--- config.mk ---
export PLATFORM = sky130hd
export DESIGN_NAME = dual_pattern_watch
export DESIGN_NICKNAME = d
export VERILOG_FILES = /design/src/rtl/pattern_watch_pkg.sv /design/src/rtl/seq_recognizer.sv /design/src/rtl/watch_ctrl.sv /design/src/rtl/match_datapath.sv /design/src/rtl/dual_pattern_watch.sv
export SDC_FILE = /design/constraint.sdc
export NUM_CORES = 1
export LEC_CHECK = 0
export ABC_AREA = 1
export BUFFER_PORTS_ARGS = -buffer_cell sky130_fd_sc_hd__buf_4
export CAP_MARGIN = 0
export CORE_MARGIN = 8
export CORE_UTILIZATION = 45
export CTS_CLUSTER_DIAMETER = 60
export DETAILED_ROUTE_END_ITERATION = 8
export PLACE_DENSITY = 0.7
export SYNTH_ARGS = -nofsm -noshare
export SYNTH_HDL_FRONTEND = slang
export SYNTH_SLANG_ARGS = --single-unit
--- constraint.sdc ---
create_clock -name clk -period 3 [get_ports clk]
set_clock_uncertainty 0.15 [all_clocks]
set_input_delay 0.3 -clock clk [delete_from_list [all_inputs] [get_ports clk]]
set_output_delay 0.3 -clock clk [all_outputs]
set_load 0.005 [all_outputs]
--- src/rtl/pattern_watch_pkg.sv ---
package pattern_watch_pkg;
  localparam int PAT_LEN = 5;
  localparam int NUM_PAT = 2;
  // Leftmost (MSB) bit arrives first.
  localparam logic [PAT_LEN-1:0] PATTERNS [NUM_PAT] = '{5'b00111, 5'b01001};

  typedef struct packed {
    logic [NUM_PAT-1:0] hit;
    logic               clear;
  } ctrl_strobe_t;
endpackage

--- src/rtl/seq_recognizer.sv ---
module seq_recognizer #(
  parameter int LEN = 5,
  parameter logic [LEN-1:0] PATTERN = '0,
  localparam int SW = $clog2(LEN + 1)
) (
  input  logic clk,
  input  logic rst,
  input  logic bitIn,
  output logic hitNext
);
  logic [SW-1:0] prefixLen;
  logic [SW-1:0] nextLen;

  // Longest pattern prefix that is a suffix of (matched prefix, new bit).
  function automatic logic [SW-1:0] advance(input logic [SW-1:0] cur, input logic b);
    logic [LEN:0] seq;
    logic [SW-1:0] best;
    logic ok;
    int curLen;
    int idx;
    curLen = int'(cur);
    best = '0;
    seq = '0;
    for (int i = 0; i <= LEN; i++) begin
      if (i < curLen) seq[i] = PATTERN[LEN-1-i];
      else if (i == curLen) seq[i] = b;
    end
    for (int k = 1; k <= LEN; k++) begin
      if (k <= curLen + 1) begin
        ok = 1'b1;
        for (int j = 0; j < LEN; j++) begin
          if (j < k) begin
            idx = curLen + 1 - k + j;
            if (seq[idx] != PATTERN[LEN-1-j]) ok = 1'b0;
          end
        end
        if (ok) best = SW'(k);
      end
    end
    return best;
  endfunction

  always_comb nextLen = advance(prefixLen, bitIn);

  always_ff @(posedge clk) begin
    if (rst) prefixLen <= '0;
    else     prefixLen <= nextLen;
  end

  assign hitNext = (nextLen == SW'(LEN));
endmodule

--- src/rtl/watch_ctrl.sv ---
module watch_ctrl
  import pattern_watch_pkg::*;
(
  input  logic         clk,
  input  logic         rst,
  input  logic         bitIn,
  output ctrl_strobe_t strobe
);
  logic [NUM_PAT-1:0] hitVec;

  for (genvar g = 0; g < NUM_PAT; g++) begin : g_rec
    seq_recognizer #(
      .LEN(PAT_LEN),
      .PATTERN(PATTERNS[g])
    ) u_rec (
      .clk(clk),
      .rst(rst),
      .bitIn(bitIn),
      .hitNext(hitVec[g])
    );
  end

  always_comb begin
    strobe.hit   = hitVec;
    strobe.clear = rst;
  end
endmodule

--- src/rtl/match_datapath.sv ---
module match_datapath
  import pattern_watch_pkg::*;
(
  input  logic         clk,
  input  ctrl_strobe_t strobe,
  output logic         matchOut
);
  always_ff @(posedge clk) begin
    if (strobe.clear) matchOut <= 1'b0;
    else              matchOut <= |strobe.hit;
  end
endmodule

--- src/rtl/dual_pattern_watch.sv ---
module dual_pattern_watch
  import pattern_watch_pkg::*;
(
  input  logic clk,
  input  logic rst,
  input  logic bitIn,
  output logic matchOut
);
  ctrl_strobe_t strobe;

  watch_ctrl u_ctrl (
    .clk(clk),
    .rst(rst),
    .bitIn(bitIn),
    .strobe(strobe)
  );

  match_datapath u_dp (
    .clk(clk),
    .strobe(strobe),
    .matchOut(matchOut)
  );
endmodule

Word-level counts from Yosys, hierarchy flattened
Cells that the tools add are included.
{"block": "op_classes", "order_cmp": 52, "muxes": 174, "reduce_logical": 3, "addsub": 32, "n_eq_ne": 12}
{"operator": "$lt A32 B5 Y1 const B", "count": 26}
{"operator": "$add A32 B2 Y32 const B", "count": 6}
{"operator": "$add A32 B3 Y32 const B", "count": 6}
{"operator": "$le A3 B32 Y1 const A", "count": 4}
{"operator": "$le A4 B32 Y1 const A", "count": 4}
{"operator": "$mux W1", "count": 128}
{"operator": "$sub A32 B3 Y32 const B", "count": 4}
{"operator": "$bmux W1 S3", "count": 30}
{"operator": "$le A2 B32 Y1 const A", "count": 2}
{"operator": "$sub A32 B2 Y32 const B", "count": 2}
{"operator": "$sub A32 B4 Y32 const B", "count": 2}
{"operator": "$mux W3", "count": 16}
{"operator": "$add A5 B3 Y6 const B", "count": 4}
{"operator": "$eq A3 B3 Y1 const A", "count": 8}
{"operator": "$add A5 B2 Y6 const B", "count": 2}
{"operator": "$add A5 B4 Y6 const B", "count": 2}
{"operator": "$lt A1 B3 Y1 const A", "count": 4}
{"operator": "$lt A2 B3 Y1 const A", "count": 4}
{"operator": "$lt A3 B3 Y1 const A", "count": 4}
{"operator": "$lt A6 B5 Y1 const B", "count": 2}
{"operator": "$lt A5 B5 Y1 const B", "count": 2}
{"operator": "$sub A4 B3 Y5 const B", "count": 2}
{"operator": "$add A3 B1 Y4 const B", "count": 2}
{"operator": "$eq A2 B3 Y1 const A", "count": 2}
{"operator": "3 further kinds", "count": 5}
{"block": "totals", "input_bits": 3, "word_cells": 276, "reg_bits": 7}

Longest topological paths before layout
{"block": "logic_depth", "depth_word": 20, "depth_mapped": 15, "depth_no_buf": 15}

By module
Synthesis repeated with hierarchy kept, for this count alone.
{"block": "hier_totals", "cells_unflattened": 316, "hier_area_um2": 1811.7}
{"mod": "seq_recognizer (u_ctrl.g_rec[1].u_rec)", "area_each_um2": 959.7, "n_inst": 1, "cells_per_inst": 171}
{"mod": "seq_recognizer (u_ctrl.g_rec[0].u_rec)", "area_each_um2": 817.0, "n_inst": 1, "cells_per_inst": 141}
{"mod": "match_datapath", "area_each_um2": 27.5, "n_inst": 1, "cells_per_inst": 3}
{"mod": "watch_ctrl", "area_each_um2": 7.5, "n_inst": 1, "cells_per_inst": 1}

Worst setup path before layout
Ideal clock, no wire load.
{"block": "synth_path", "path_type": "register to register", "startpoint": "register u_ctrl.g_rec[1].u_rec.prefixLen[0]", "endpoint": "register u_ctrl.g_rec[1].u_rec.prefixLen[0]", "path_slack_ns": 0.640, "period_less_slack_ns": 2.360, "t_arrival_ns": 2.091, "path_stages_with_launch": 13, "path_cell_list": "dfxtp_1 -> buf_4 -> inv_2 -> ha_1 -> inv_1 -> ha_1 -> nand2_1 -> o21ai_0 -> or2_0 -> a21oi_1 -> nand3b_1 -> nand2_1 -> a21oi_1"}
{"block": "synth_between", "elab_chain_len": 18}
{"element": "start, declared", "line_no": "seq_recognizer.sv:11", "text": "logic [SW-1:0] prefixLen;"}
{"element": "start signal, assigned", "line_no": "seq_recognizer.sv:47", "text": "else prefixLen <= nextLen;"}
{"element": "branches (longest 17 deep; another with $sub A32 B3 Y32)"}
{"element": "$mux W3 (*)", "line_no": "seq_recognizer.sv:29", "text": "if (k <= curLen + 1) begin"}
Mark *: on every way between the ends. The select of a mux whose other input is x is not followed.
A chain may end at the register's enable or synchronous reset.

Worst setup path after layout
{"block": "layout_path", "startpoint": "register u_ctrl.g_rec[1].u_rec.prefixLen[1]", "endpoint": "register u_ctrl.g_rec[1].u_rec.prefixLen[0]"}
Same word-level chain as after synthesis.

==> reports/metrics.cfg <==
[placed_design]
dpl.hpwl_um=3260
placement.setup.worst_slack_ps=447
port_buffers=3
gpl.final_weighted_congestion=0.914

[logic_synthesis]
post_synth_design_cell_area_um2=1550
yosys.area.top_type_share_pct=22.6
mappedNetlistNets=297
ys_types=28
synth_warnings=0
post-synth-top-area-cell=nand2_1
synthesis.area_per_instance_um2=5.69
synth_seq_area_share_pct=9.06
synth_cells=272
ys_top_cells_by_area=nand2_1 23%, ha_1 18%, nand3_1 12%
yosys_reg_bits=7

[route]
drt_drc_violations_left=0
wl_per_cell_um=12.0
routed_wl_um=3900
drt_pass1_iterations=4
antenna_left=0
detail_route.iter0.violations=143
routed_via_density=5.20
via_count=1690

[run_status]
run_status=complete, no violations

[clock_tree]
worst_setup_hold_path_clk_slew_ps=50
clk-insertion-delay-late_ps=250
post_cts_buffers=0
clock_path_buffers=2
cts.root.buffer_cell=clkbuf_4
cts-buffers-inserted=3
clock_sink_count=7
tritoncts=done
number_of_levels_in_the_clock_h_tree=1
count_of_instances_resized_after_the_clock_tree_is_built=0
cts_hold_buf=0

[setup_path]
worstReg2RegEnd=u_ctrl.g_rec[1].u_rec.prefixLen[0]$_SDFF_PP0_
cp_num_cells=11
path_max_fanout=8
worstPathBufferInverterCount=2
worstRegToRegCells=11
critical_path_required_ps=2990
critical-path-top-delay-family=adder cells
critical_path.slowest_cell=dfxtp_1
critPathArrivalTime_ps=2560
worstSetupStartpointType=register
regToRegStartpoint=u_ctrl.g_rec[1].u_rec.prefixLen[1]$_SDFF_PP0_
worstSetupPathType=register to register
max_stage_delay_ps=470
worstPathCellList=inv_1 -> ha_1 -> inv_1 -> ha_1 -> nand2_1 -> o21ai_0 -> or2_0 -> a21oi_1 -> nand3b_1 -> nand2_1 -> a21oi_1
r2r_setup_slack_ps=430
end_kind=register

[timing]
timing.final.hold_violations=0
fin_crit_sh_pct=85.7
worst_slew_margin_rel_pct=80.0
final_max_slew_viol_count=0
setup_ws_ps=428
fin_hold_ws_ps=99.1
rsz0062_at_grt=false
final_period_minus_worst_setup_slack_ps=2570
timing.final.setup_violations=0
max_freq_ghz=0.389
fin_setup_tns_ps=0
worst_slew_pin_slew_ps=298

[floorplan]
initial_core_util_pct=46.7
rows=21
floorplan.die.height_um=74.6
io-pin-count=4
floorplan.die_area_um2=5570
placeableCoreArea_um2=3310
die_x_um=74.6

[run]
max-cap-violations=0

[global_routing]
grt_pass1_wl_um=6730
pin_count_of_the_biggest_net_entering_global_routing=14
grt_usage_pct=15.0
number_of_global_route_vias_before_repair=1598
grt_antenna_before_repair=0
global_route.overflow_total=0

[finish]
post-route-util_pct=49.7
final_net_count=305
antenna_cells_inserted=0
layout-drive-gt1-share_pct=9.68
layout-area-overhead-vs-synth_pct=6.39

[pwr]
power.density_nw_per_um2=919
fin_total_pwr_mw=1.51
leakage_nw=0.919
highest_ir_drop_seen_on_vdd_v=0.000406

[hold_path]
holdCritStartpoint=rst
timing.hold.worst.class=primary input to register
worstHoldEndpoint=u_ctrl.g_rec[1].u_rec.prefixLen[0]$_SDFF_PP0_
worstHoldPathCells=2

cell type report:
type	count	area, µm²
clock buffers	4	26.3
fillers	374	1670
inverters	33	124
multi-input cells	229	1250
flip-flops and latches	7	140
well taps	46	57.6
repair buffers	6	45.0
layer usage:
layer	wire length, µm	GRT usage [%]
met1	1650	16.0
met2	2040	28.7
met3	133	2.53
met4	76	5.43
met5	0	0
synth_stat cells:
library cell and count:
nand2_1 93, nand3_1 37, inv_1 26, nor2_1 23, ha_1 22, a21oi_1 10, nand4_1 8, dfxtp_1 7
inv_2 7, nand3b_1 7, nand2_2 6, o21ai_0 4, xor2_1 3, buf_6 2, nor2_2 2, o211ai_1 2
o21ai_1 2, a21boi_0 1, a22o_1 1, buf_4 1, nand3_2 1, nor3_1 1, nor3b_1 1, o211ai_2 1
o21ai_2 1, o21bai_1 1, or2_0 1, xnor2_1 1
state kept, by name, indices dropped and copies added (netlist names):
register,count
u_ctrl.g_rec.u_rec.prefixLen,6
u_dp.matchOut,1
logic make-up after synthesis:
group	after synthesis	share of synthesized area (%)
xor gates and xnor gates	4	2.27
buffers and inverters	36	9.95
AOI/OAI and AO/OA	23	9.06
DFF	7	9.06
adders and majority gates	22	17.8
and+or+nand+nor	180	51.9
worst reg2reg max path, delay by kind of cell, from the launching register on:
kind / cells / cell delay, ps
and+or+nand+nor: 4 / 530
adders and majority gates: 2 / 750
AOI/OAI and AO/OA: 3 / 250
DFF: 1 / 470
buffers and inverters: 2 / 310
cells in the final DEF, fill, tap and decap left out, drive strengths merged, types with 3 or more instances in the layout:
cell type	count
ha	22
nand3b	7
nand2	99
clkbuf	4
a21oi	10
inv	33
o21ai	7
nand4	8
o211ai	3
xor2	3
nand3	38
dfxtp	7
buf	6
nor2	25
power by group:
group	internal (mW)	switching (mW)	total, mW	leakage, nW
registers	0.118	0.0295	0.147	0.0573
clock network	0.0508	0.0355	0.0863	0.0150
logic	0.447	0.832	1.28	0.847
total	0.615	0.897	1.51	0.919
worst max path at each step:
stage	startpoint	endpoint	slack, ps
2_1_floorplan	u_ctrl.g_rec[1].u_rec.prefixLen[0]$_SDFF_PP0_	u_ctrl.g_rec[1].u_rec.prefixLen[0]$_SDFF_PP0_	640
3_3_place_gp	u_ctrl.g_rec[1].u_rec.prefixLen[1]$_SDFF_PP0_	u_ctrl.g_rec[1].u_rec.prefixLen[0]$_SDFF_PP0_	570
3_5_place_dp	u_ctrl.g_rec[1].u_rec.prefixLen[1]$_SDFF_PP0_	u_ctrl.g_rec[1].u_rec.prefixLen[0]$_SDFF_PP0_	450
4_1_cts	u_ctrl.g_rec[1].u_rec.prefixLen[1]$_SDFF_PP0_	u_ctrl.g_rec[1].u_rec.prefixLen[0]$_SDFF_PP0_	440
5_1_grt	u_ctrl.g_rec[1].u_rec.prefixLen[1]$_SDFF_PP0_	u_ctrl.g_rec[1].u_rec.prefixLen[0]$_SDFF_PP0_	40
6_report	u_ctrl.g_rec[1].u_rec.prefixLen[1]$_SDFF_PP0_	u_ctrl.g_rec[1].u_rec.prefixLen[0]$_SDFF_PP0_	430
metrics by stage:
| stage | cell area (µm²) | cells |
|---|---|---|
| 5_1_grt | 1650 | 325 |
| 2_1_floorplan | 1550 | 272 |
| 3_3_place_gp | 1620 | 321 |
| 6_report | 1650 | 325 |
| 3_5_place_dp | 1620 | 321 |
| 4_1_cts | 1650 | 325 |
Power figures use the tool's default switching activity.
